--- src/rtl/ck_channel_pkg.sv ---
package ck_channel_pkg;
  localparam int SEL_BASE = 'h18;
  localparam int PRE_BASE = 'h58;
  localparam int FIN_BASE = 'h164;
  localparam int SEL_FIELD_W = 6;
  localparam int PRE_FIELD_W = 10;
  localparam int FIN_FIELD_W = 6;

  function automatic int sel_word_addr(input int ch);
    return SEL_BASE + (ch & ~3);
  endfunction

  function automatic int sel_lane_shift(input int ch);
    return (ch % 4) * 8;
  endfunction

  function automatic int pre_addr(input int ch);
    return PRE_BASE + 4 * ch;
  endfunction

  function automatic int fin_addr(input int ch);
    return FIN_BASE + 4 * ch;
  endfunction
endpackage

--- src/rtl/ck_regs.sv ---
module ck_regs
  import ck_channel_pkg::*;
#(
  parameter int CH = 5,
  parameter int AW = 12
) (
  input  logic                   clk,
  input  logic                   rst,
  input  logic                   wr_en_i,
  input  logic [AW-1:0]          addr_i,
  input  logic [31:0]            wdata_i,
  input  logic                   rd_en_i,
  output logic [31:0]            rd_data_o,
  output logic                   rd_valid_o,
  output logic [SEL_FIELD_W-1:0] sel_o,
  output logic                   pgate_o,
  output logic [PRE_FIELD_W-1:0] pdiv_o,
  output logic [FIN_FIELD_W-1:0] fdiv_o,
  output logic                   fgate_o,
  output logic                   sync_o
);
  localparam logic [AW-1:0] SEL_A = AW'(sel_word_addr(CH));
  localparam logic [AW-1:0] PRE_A = AW'(pre_addr(CH));
  localparam logic [AW-1:0] FIN_A = AW'(fin_addr(CH));
  localparam int LANE = sel_lane_shift(CH);

  logic [31:0] rd_mux;

  always_comb begin
    rd_mux = '0;
    if (addr_i == SEL_A) begin
      rd_mux[LANE +: SEL_FIELD_W] = sel_o;
      rd_mux[LANE + SEL_FIELD_W]  = pgate_o;
    end else if (addr_i == PRE_A) begin
      rd_mux[PRE_FIELD_W-1:0] = pdiv_o;
    end else if (addr_i == FIN_A) begin
      rd_mux[FIN_FIELD_W-1:0] = fdiv_o;
      rd_mux[6] = fgate_o;
      rd_mux[7] = sync_o;
    end
  end

  always_ff @(posedge clk) begin
    if (rst) begin
      rd_data_o  <= '0;
      rd_valid_o <= 1'b0;
      sel_o      <= '0;
      pgate_o    <= 1'b0;
      pdiv_o     <= '0;
      fdiv_o     <= '0;
      fgate_o    <= 1'b0;
      sync_o     <= 1'b0;
    end else begin
      rd_valid_o <= rd_en_i;
      if (rd_en_i) rd_data_o <= rd_mux;
      if (wr_en_i) begin
        if (addr_i == SEL_A) begin
          sel_o   <= wdata_i[LANE +: SEL_FIELD_W];
          pgate_o <= wdata_i[LANE + SEL_FIELD_W];
        end else if (addr_i == PRE_A) begin
          pdiv_o <= wdata_i[PRE_FIELD_W-1:0];
        end else if (addr_i == FIN_A) begin
          fdiv_o  <= wdata_i[FIN_FIELD_W-1:0];
          fgate_o <= wdata_i[6];
          sync_o  <= wdata_i[7];
        end
      end
    end
  end
endmodule

--- src/rtl/ck_xbar.sv ---
module ck_xbar #(
  parameter int NSRC  = 64,
  parameter int SEL_W = 6
) (
  input  logic             clk,
  input  logic             rst,
  input  logic [NSRC-1:0]  src_i,
  input  logic [SEL_W-1:0] sel_i,
  output logic             tick_o
);
  localparam int NPAD = 1 << SEL_W;
  logic [NPAD-1:0] padded;

  generate
    if (NSRC == NPAD) begin : g_full
      assign padded = src_i;
    end else begin : g_pad
      assign padded = {{(NPAD-NSRC){1'b0}}, src_i};
    end
  endgenerate

  always_ff @(posedge clk) begin
    if (rst) tick_o <= 1'b0;
    else     tick_o <= padded[sel_i];
  end
endmodule

--- src/rtl/ck_div.sv ---
module ck_div #(
  parameter int W = 6
) (
  input  logic         clk,
  input  logic         rst,
  input  logic         tick_i,
  input  logic         gate_i,
  input  logic [W-1:0] div_i,
  output logic         tick_o
);
  logic [W-1:0] cnt;
  logic [W-1:0] cur_div;
  logic         gate_q;

  always_ff @(posedge clk) begin
    if (rst) begin
      cnt     <= '0;
      cur_div <= '0;
      gate_q  <= 1'b0;
      tick_o  <= 1'b0;
    end else begin
      tick_o <= 1'b0;
      if (tick_i) begin
        if (cnt == cur_div) begin
          cnt     <= '0;
          tick_o  <= gate_q;
          cur_div <= div_i;
          gate_q  <= gate_i;
        end else begin
          cnt <= cnt + 1'b1;
        end
      end
    end
  end
endmodule

--- src/rtl/ck_channel.sv ---
module ck_channel
  import ck_channel_pkg::*;
#(
  parameter int NSRC = 64,
  parameter int CH   = 5,
  parameter int AW   = 12
) (
  input  logic            clk,
  input  logic            rst,
  input  logic [NSRC-1:0] src_i,
  input  logic            wr_en_i,
  input  logic [AW-1:0]   addr_i,
  input  logic [31:0]     wdata_i,
  input  logic            rd_en_i,
  output logic [31:0]     rd_data_o,
  output logic            rd_valid_o,
  output logic            out_tick_o,
  output logic            en_o,
  output logic            sync_mode_o
);
  logic [SEL_FIELD_W-1:0] sel;
  logic                   pgate;
  logic [PRE_FIELD_W-1:0] pdiv;
  logic [FIN_FIELD_W-1:0] fdiv;
  logic                   fgate;
  logic                   sel_tick;
  logic                   pre_tick;

  ck_regs #(.CH(CH), .AW(AW)) regs_i (
    .clk(clk), .rst(rst), .wr_en_i(wr_en_i), .addr_i(addr_i),
    .wdata_i(wdata_i), .rd_en_i(rd_en_i), .rd_data_o(rd_data_o),
    .rd_valid_o(rd_valid_o), .sel_o(sel), .pgate_o(pgate),
    .pdiv_o(pdiv), .fdiv_o(fdiv), .fgate_o(fgate), .sync_o(sync_mode_o)
  );

  ck_xbar #(.NSRC(NSRC), .SEL_W(SEL_FIELD_W)) xbar_i (
    .clk(clk), .rst(rst), .src_i(src_i), .sel_i(sel), .tick_o(sel_tick)
  );

  ck_div #(.W(PRE_FIELD_W)) pre_i (
    .clk(clk), .rst(rst), .tick_i(sel_tick), .gate_i(pgate),
    .div_i(pdiv), .tick_o(pre_tick)
  );

  ck_div #(.W(FIN_FIELD_W)) fin_i (
    .clk(clk), .rst(rst), .tick_i(pre_tick), .gate_i(fgate),
    .div_i(fdiv), .tick_o(out_tick_o)
  );

  assign en_o = fgate;
endmodule

--- config.mk ---
export PLATFORM = sky130hd
export DESIGN_NAME = ck_channel
export DESIGN_NICKNAME = d
export VERILOG_FILES = /design/src/rtl/ck_channel_pkg.sv /design/src/rtl/ck_regs.sv /design/src/rtl/ck_xbar.sv /design/src/rtl/ck_div.sv /design/src/rtl/ck_channel.sv
export SDC_FILE = /design/constraint.sdc
export NUM_CORES = 1
export LEC_CHECK = 0
export BUFFER_PORTS_ARGS = -buffer_cell sky130_fd_sc_hd__buf_2
export CAP_MARGIN = 10
export CORE_MARGIN = 3
export CORE_UTILIZATION = 50
export CTS_CLUSTER_SIZE = 28
export DETAILED_ROUTE_END_ITERATION = 12
export PLACE_DENSITY = 0.82
export SYNTH_ARGS = -nofsm -noshare
export SYNTH_HDL_FRONTEND = slang
export SYNTH_HIERARCHICAL = 1
export SYNTH_SLANG_ARGS = --single-unit
export TNS_END_PERCENT = 50
--- constraint.sdc ---
create_clock -name clk -period 2.8 [get_ports clk]
set_clock_uncertainty 0.2 [all_clocks]
set_input_delay 0.14 -clock clk [delete_from_list [all_inputs] [get_ports clk]]
set_output_delay 0.14 -clock clk [all_outputs]
set_load 0.005 [all_outputs]
==> out/metrics.yaml, run 1 <==
start_util_pct: 53.2
finish.utilization_pct: 64.1
rr_worst_depth: 5
nets: 655
postPlaceCellArea_um2: 4750
die_w_um: 98.1
path_clk_slew_ns: 0.08
drive_gt1_share_pct: 31.2
hp-start: "addr_i[4]"
dp.cells: 615
cap_viol_max_count: 0
rows: 32
syn2layout_area_growth_pct: 20.5
cts_buffers: 9
path_buf_inv: 1
yosys-top-cells-count: "dfxtp_1, nand2_1, mux2i_1"
routed-via-count: 3760
synth-compound-area-share_pct: 9.89
port_buffers: 113
hold_end: "regs_i/fgate_o"
hpwl_mm: 7.56
slew_viol_final: 0
worstReg2RegEnd: "xbar_i/tick_o"
fin_ws_ns: 0.537
dp_slack_ns: 0.575
ir_drop_mv: 0.234
grt_max_degree: 37
htreeDepth: 3
post-cts-setup-buffer-count: 0
ys_warn_count: 6
fin_cells: 647
viasPerCell: 5.81
met3_length_um: 730
avgSynthCellArea_um2: 10.1
critPathArrivalTime_ns: 2.28
finalSetupViolations: 0
die_y_um: 98.1
yosys.area_share.adder_pct: 0.590
cts_tree: "done"
route.met2.wl_mm: 5.45
synth_top_cell_by_area: "dfxtp_1"
fin_hold_ws_ns: 0.107
power.total_mw: 2.10
mappedNetlistArea_um2: 4240
finalHoldViolCount: 0
cp.required_ns: 2.82
clk_latency_ns: 0.35
netlist.area_leader.share_pct: 36.8
ys_types: 55
grt_pass1_vias: 3773
tightest_slew_ns: 0.687
path_class: "register to register"
grt_pass1_wl_mm: 17.4
clock_path_buffers: 2
reg2reg_slack_ns: 0.54
synthMuxAreaShare_pct: 16.7
drt_pass1_iterations: 5
rsz0062_at_grt: "false"
min_path_cells: 5
antenna_found_initial: 0
hp-class: "input port to register"
slowest_stage: "mux4_1"
route.detailed.drc: 0
antennaDiodeCount: 0
die_area_um2: 9620
wl_per_cell_um: 16.3
wl_met1_mm: 4.07
synth_edf_count: 0
cts_resized: 0
drt_iter0_drc: 161
core_um2: 7970
critPathMaxStageDelay_ns: 0.57
path_delay_family: "multiplexers"
period_minus_slack_ns: 2.26
timing.fmax_ghz: 0.442
synth_top_family_by_area: "simple AND/OR/NAND/NOR gates"
cts_root_buf: "clkbuf_8"
yosys-top-cells-area: "dfxtp_1, mux2i_1, mux4_1, mux4_2, xnor2_1"
worst_setup_path_end_kind: "register"
r2r_start: "regs_i/sel_o[1]"
synth_most_common_cell: "dfxtp_1"
yosys_register_bits: 78
wirelength_mm: 10.5
cts.sinks: 78
grt_usage_pct: 22.3
p_leak_nw: 1.99
gp_congestion: 0.798
ant_nets: 0
status: "finished, final reports clean"
postLayoutCellArea_um2: 5110
yosysSeqAreaShare_pct: 36.8
crit_fanout: 12
p_per_area_nw_per_um2: 412
synth_cells: 420
top_layer: "met4"
max-slew-margin-rel_pct: 54.0
cp-start-kind: "register"
ys.flop_type: "dfxtp_1"
synth_xor_xnor_area_share_pct: 6.55
fin_setup_tns_ns: 0
fin_crit_sh_pct: 80.8
grt_overflow: 0
async_flop_share_pct: 0
cp_cell_sequence: "buf_4 > mux4_1 > mux2_2 > o22ai_1 > o32ai_1"
synth-simple-area-share_pct: 22.1
num_io_pins: 148
-- state kept, by name, summed over array words and instances, names as in the netlist --
signal,flops
regs_i/sync_o,1
regs_i/rd_data_o,15
xbar_i/tick_o,1
regs_i/sel_o,6
pre_i/tick_o,1
regs_i/pgate_o,1
pre_i/cnt,10
fin_i/cur_div,6
regs_i/rd_valid_o,1
fin_i/gate_q,1
regs_i/pdiv_o,10
pre_i/cur_div,10
fin_i/tick_o,1
regs_i/fdiv_o,6
fin_i/cnt,6
regs_i/fgate_o,1
pre_i/gate_q,1
-- timing repair --
| action | in CTS | in global routing |
|---|---|---|
| hold buffers | 17 | 0 |
| hold endpoints to repair | 33 | 0 |
| setup endpoints to repair | 0 | 0 |
-- tightest hold or removal path, cell delays in order --
cell      delay [ns]
buf_2           0.12
nand3b_1        0.14
nor4_4          0.07
nand3_1         0.08
a21oi_1         0.06
-- placed cells by master, fill, tap and decap left out, types with 12 or more instances in the layout --
| cell type | n |
|---|---|
| a21oi_1 | 24 |
| buf_2 | 113 |
| clkbuf_8 | 12 |
| conb_1 | 17 |
| dfxtp_1 | 78 |
| dlygate4sd3_1 | 17 |
| mux2i_1 | 27 |
| nand2_1 | 28 |
| nand2b_1 | 22 |
| nand3_1 | 17 |
| nand4_1 | 19 |
| nor2_1 | 23 |
| nor3_1 | 18 |
| xnor2_1 | 19 |
-- routing by layer --
layer / GRT usage [%] / vias up
met5: 0 / -
met4: 10.1 / 0
met3: 4.36 / 31
met2: 39.9 / 191
met1: 25.6 / 1784
li1: - / 1754
-- how the worst max path moves through the flow --
stage / cells after the start / endpoint / start
after floorplan: 4 / xbar_i/tick_o / regs_i/sel_o[0]
final: 5 / xbar_i/tick_o / regs_i/sel_o[1]
after global placement: 5 / xbar_i/tick_o / regs_i/sel_o[1]
after global routing: 5 / xbar_i/tick_o / regs_i/sel_o[0]
after detailed placement: 5 / xbar_i/tick_o / regs_i/sel_o[1]
after CTS: 5 / xbar_i/tick_o / regs_i/sel_o[1]
-- where the power goes --
group / internal (mW) / leakage, nW / switching [mW]
sequential: 1.11 / 0.629 / 0.00521
combinational: 0.103 / 1.27 / 0.0982
clock: 0.388 / 0.0982 / 0.395
total: 1.60 / 1.99 / 0.499
-- area by class of cell --
class / count / area, um2
inverters: 1 / 3.75
fillers: 641 / 2860
flip-flops and latches: 78 / 1560
repair buffers: 139 / 803
multi-input cells: 312 / 2430
clock buffers: 12 / 165
clock inverters: 3 / 18.8
well taps: 102 / 128
-- cell families after synthesis --
logic type               Yosys count
AND/OR/NAND/NOR                  156
flip-flops                        78
AO/OA/AOI/OAI                     61
multiplexers                      46
buffers and inverters             46
XOR/XNOR                          30
adder cells (fa/ha/maj)            2
other                              1
No activity file was read; power rests on OpenSTA's default activity.
==> run 2: changes to the inputs <==
==> constraint.sdc (replaced) <==
create_clock -name clk -period 2.32 [get_ports clk]
set_clock_uncertainty 0.2 [all_clocks]
set_input_delay 0.116 -clock clk [delete_from_list [all_inputs] [get_ports clk]]
set_output_delay 0.116 -clock clk [all_outputs]
set_load 0.005 [all_outputs]
==> out/metrics.yaml, run 2 (synthesized netlist as in run 1, its figures left out) <==
hp-class: "input port to register"
num_io_pins: 148
clk_latency_ns: 0.35
crit_fanout: 7
slowest_stage: "mux4_1"
port_buffers: 113
p_comb_share_pct: 9.5
switchingPower_uw: 584
finalSetupViolations: 0
cts_buffers: 9
cap_viol_max_count: 0
cp.required_ns: 2.35
path_delay_family: "multiplexers"
post-cts-setup-buffer-count: 0
wl_per_cell_um: 15.9
rows: 32
wirelength_mm: 10.3
cts_root_buf: "clkbuf_8"
gp_congestion: 0.806
nets: 659
antenna_found_initial: 0
die_y_um: 98.1
antennaDiodeCount: 0
cp_cell_sequence: "mux4_1 > mux4_2 > nor2_1 > o32ai_1"
path_class: "register to register"
r2r_start: "regs_i/sel_o[1]"
drive_gt1_share_pct: 31.3
max-slew-margin-rel_pct: 58.9
grt_usage_pct: 21.9
slew_viol_final: 0
tightest_slew_ns: 0.614
grt_overflow: 0
worst_setup_path_end_kind: "register"
fin_setup_tns_ns: 0
ir_drop_mv: 0.313
grt_max_degree: 33
drt_iter0_drc: 169
final_cell_mix: "buf_2, dfxtp_1, nand2_1"
intPower_mw: 1.98
path_buf_inv: 0
period_minus_slack_ns: 2.12
routed-via-count: 3678
hp-start: "rst"
p_leak_nw: 2.01
route.detailed.drc: 0
fin_crit_sh_pct: 91.2
grt_pass1_vias: 3659
htreeDepth: 3
layout_commonest_cell: "buf_2"
viasPerCell: 5.67
status: "finished, final reports clean"
timing.fmax_ghz: 0.472
path_clk_slew_ns: 0.07
core_um2: 7970
crit_start: "regs_i/sel_o[1]"
clkPwrFrac_pct: 37.8
clock_path_buffers: 2
p_per_area_nw_per_um2: 499
grt_pass1_wl_mm: 17.1
cts_tree: "done"
drt_pass1_iterations: 5
start_util_pct: 53.2
cp-start-kind: "register"
switching_share_pct: 22.8
fin_hold_ws_ns: 0.0569
cts.sinks: 78
finalHoldViolCount: 0
syn2layout_area_growth_pct: 21.1
dp.cells: 619
largest-register: "regs_i/rd_data_o"
critPathArrivalTime_ns: 2.14
die_w_um: 98.1
fin_cells: 649
die_area_um2: 9620
power_frac_seq_pct: 52.7
critPathMaxStageDelay_ns: 0.60
largest_reg_flops: 15
hpwl_mm: 7.63
ant_nets: 0
rsz0062_at_grt: "false"
-- run 2: cell count changes in the layout (fill, tap and decap cells not counted), sizes merged --
cell    before  now
buf        122  126
bufinv       0    1
clkinv       3    1
clkbuf      12   11
-- run 2: power by group through the flow --
stage	logic, mW	clock network [mW]	registers, mW
4_1_cts	0.242	0.983	1.35
2_1_floorplan	0.134	0	1.38
3_5_place_dp	0.218	0	1.38
6_report	0.244	0.969	1.35
5_1_grt	0.266	1.04	1.35
3_3_place_gp	0.212	0	1.38
-- run 2: stage by stage --
| stage | total power, mW | area [um2] | util [%] | worst slack, ns |
|---|---|---|---|---|
| after detailed placement | 1.60 | 4780 | 60.0 | 0.201 |
| after global placement | 1.59 | 4780 | 60.0 | 0.262 |
| after floorplan | 1.51 | 4300 | - | 0.361 |
| after CTS | 2.57 | 5130 | 64.4 | 0.182 |
| after global routing | 2.65 | 5130 | 64.4 | 0.134 |
| final | 2.56 | 5130 | 64.4 | 0.204 |
-- run 2: worst paths after layout --
| kind | end | slack (ns) | cells past startpoint |
|---|---|---|---|
| worst max register to register | xbar_i/tick_o | 0.20 | 4 |
| worst min-delay path | regs_i/pdiv_o[7] | 0.06 | 2 |
| worst max-delay path | xbar_i/tick_o | 0.20 | 4 |
| worst min register to register | regs_i/rd_data_o[2] | 0.25 | 2 |
-- run 2: what timing repair did --
item | CTS | global route
resized for setup | 0 | 0
hold buffers | 17 | 0
hold endpoints to repair | 33 | 0
setup endpoints to repair | 0 | 0
-- run 2: metal layers --
metal | up-vias | global-route usage, % | wire length [um]
met3 | 20 | 3.64 | 648
li1 | 1754 | - | -
met1 | 1738 | 26.0 | 3990
met5 | - | 0 | 0
met2 | 166 | 38.7 | 5430
met4 | 0 | 10.0 | 269
-- run 2: cell type report --
type	count	area (um2)
clock buffers	11	141
clock inverters	2	35.0
fillers	621	2840
inverters	1	3.75
multi-input cells	312	2430
flip-flops and latches	78	1560
well taps	102	128
repair buffers	143	833
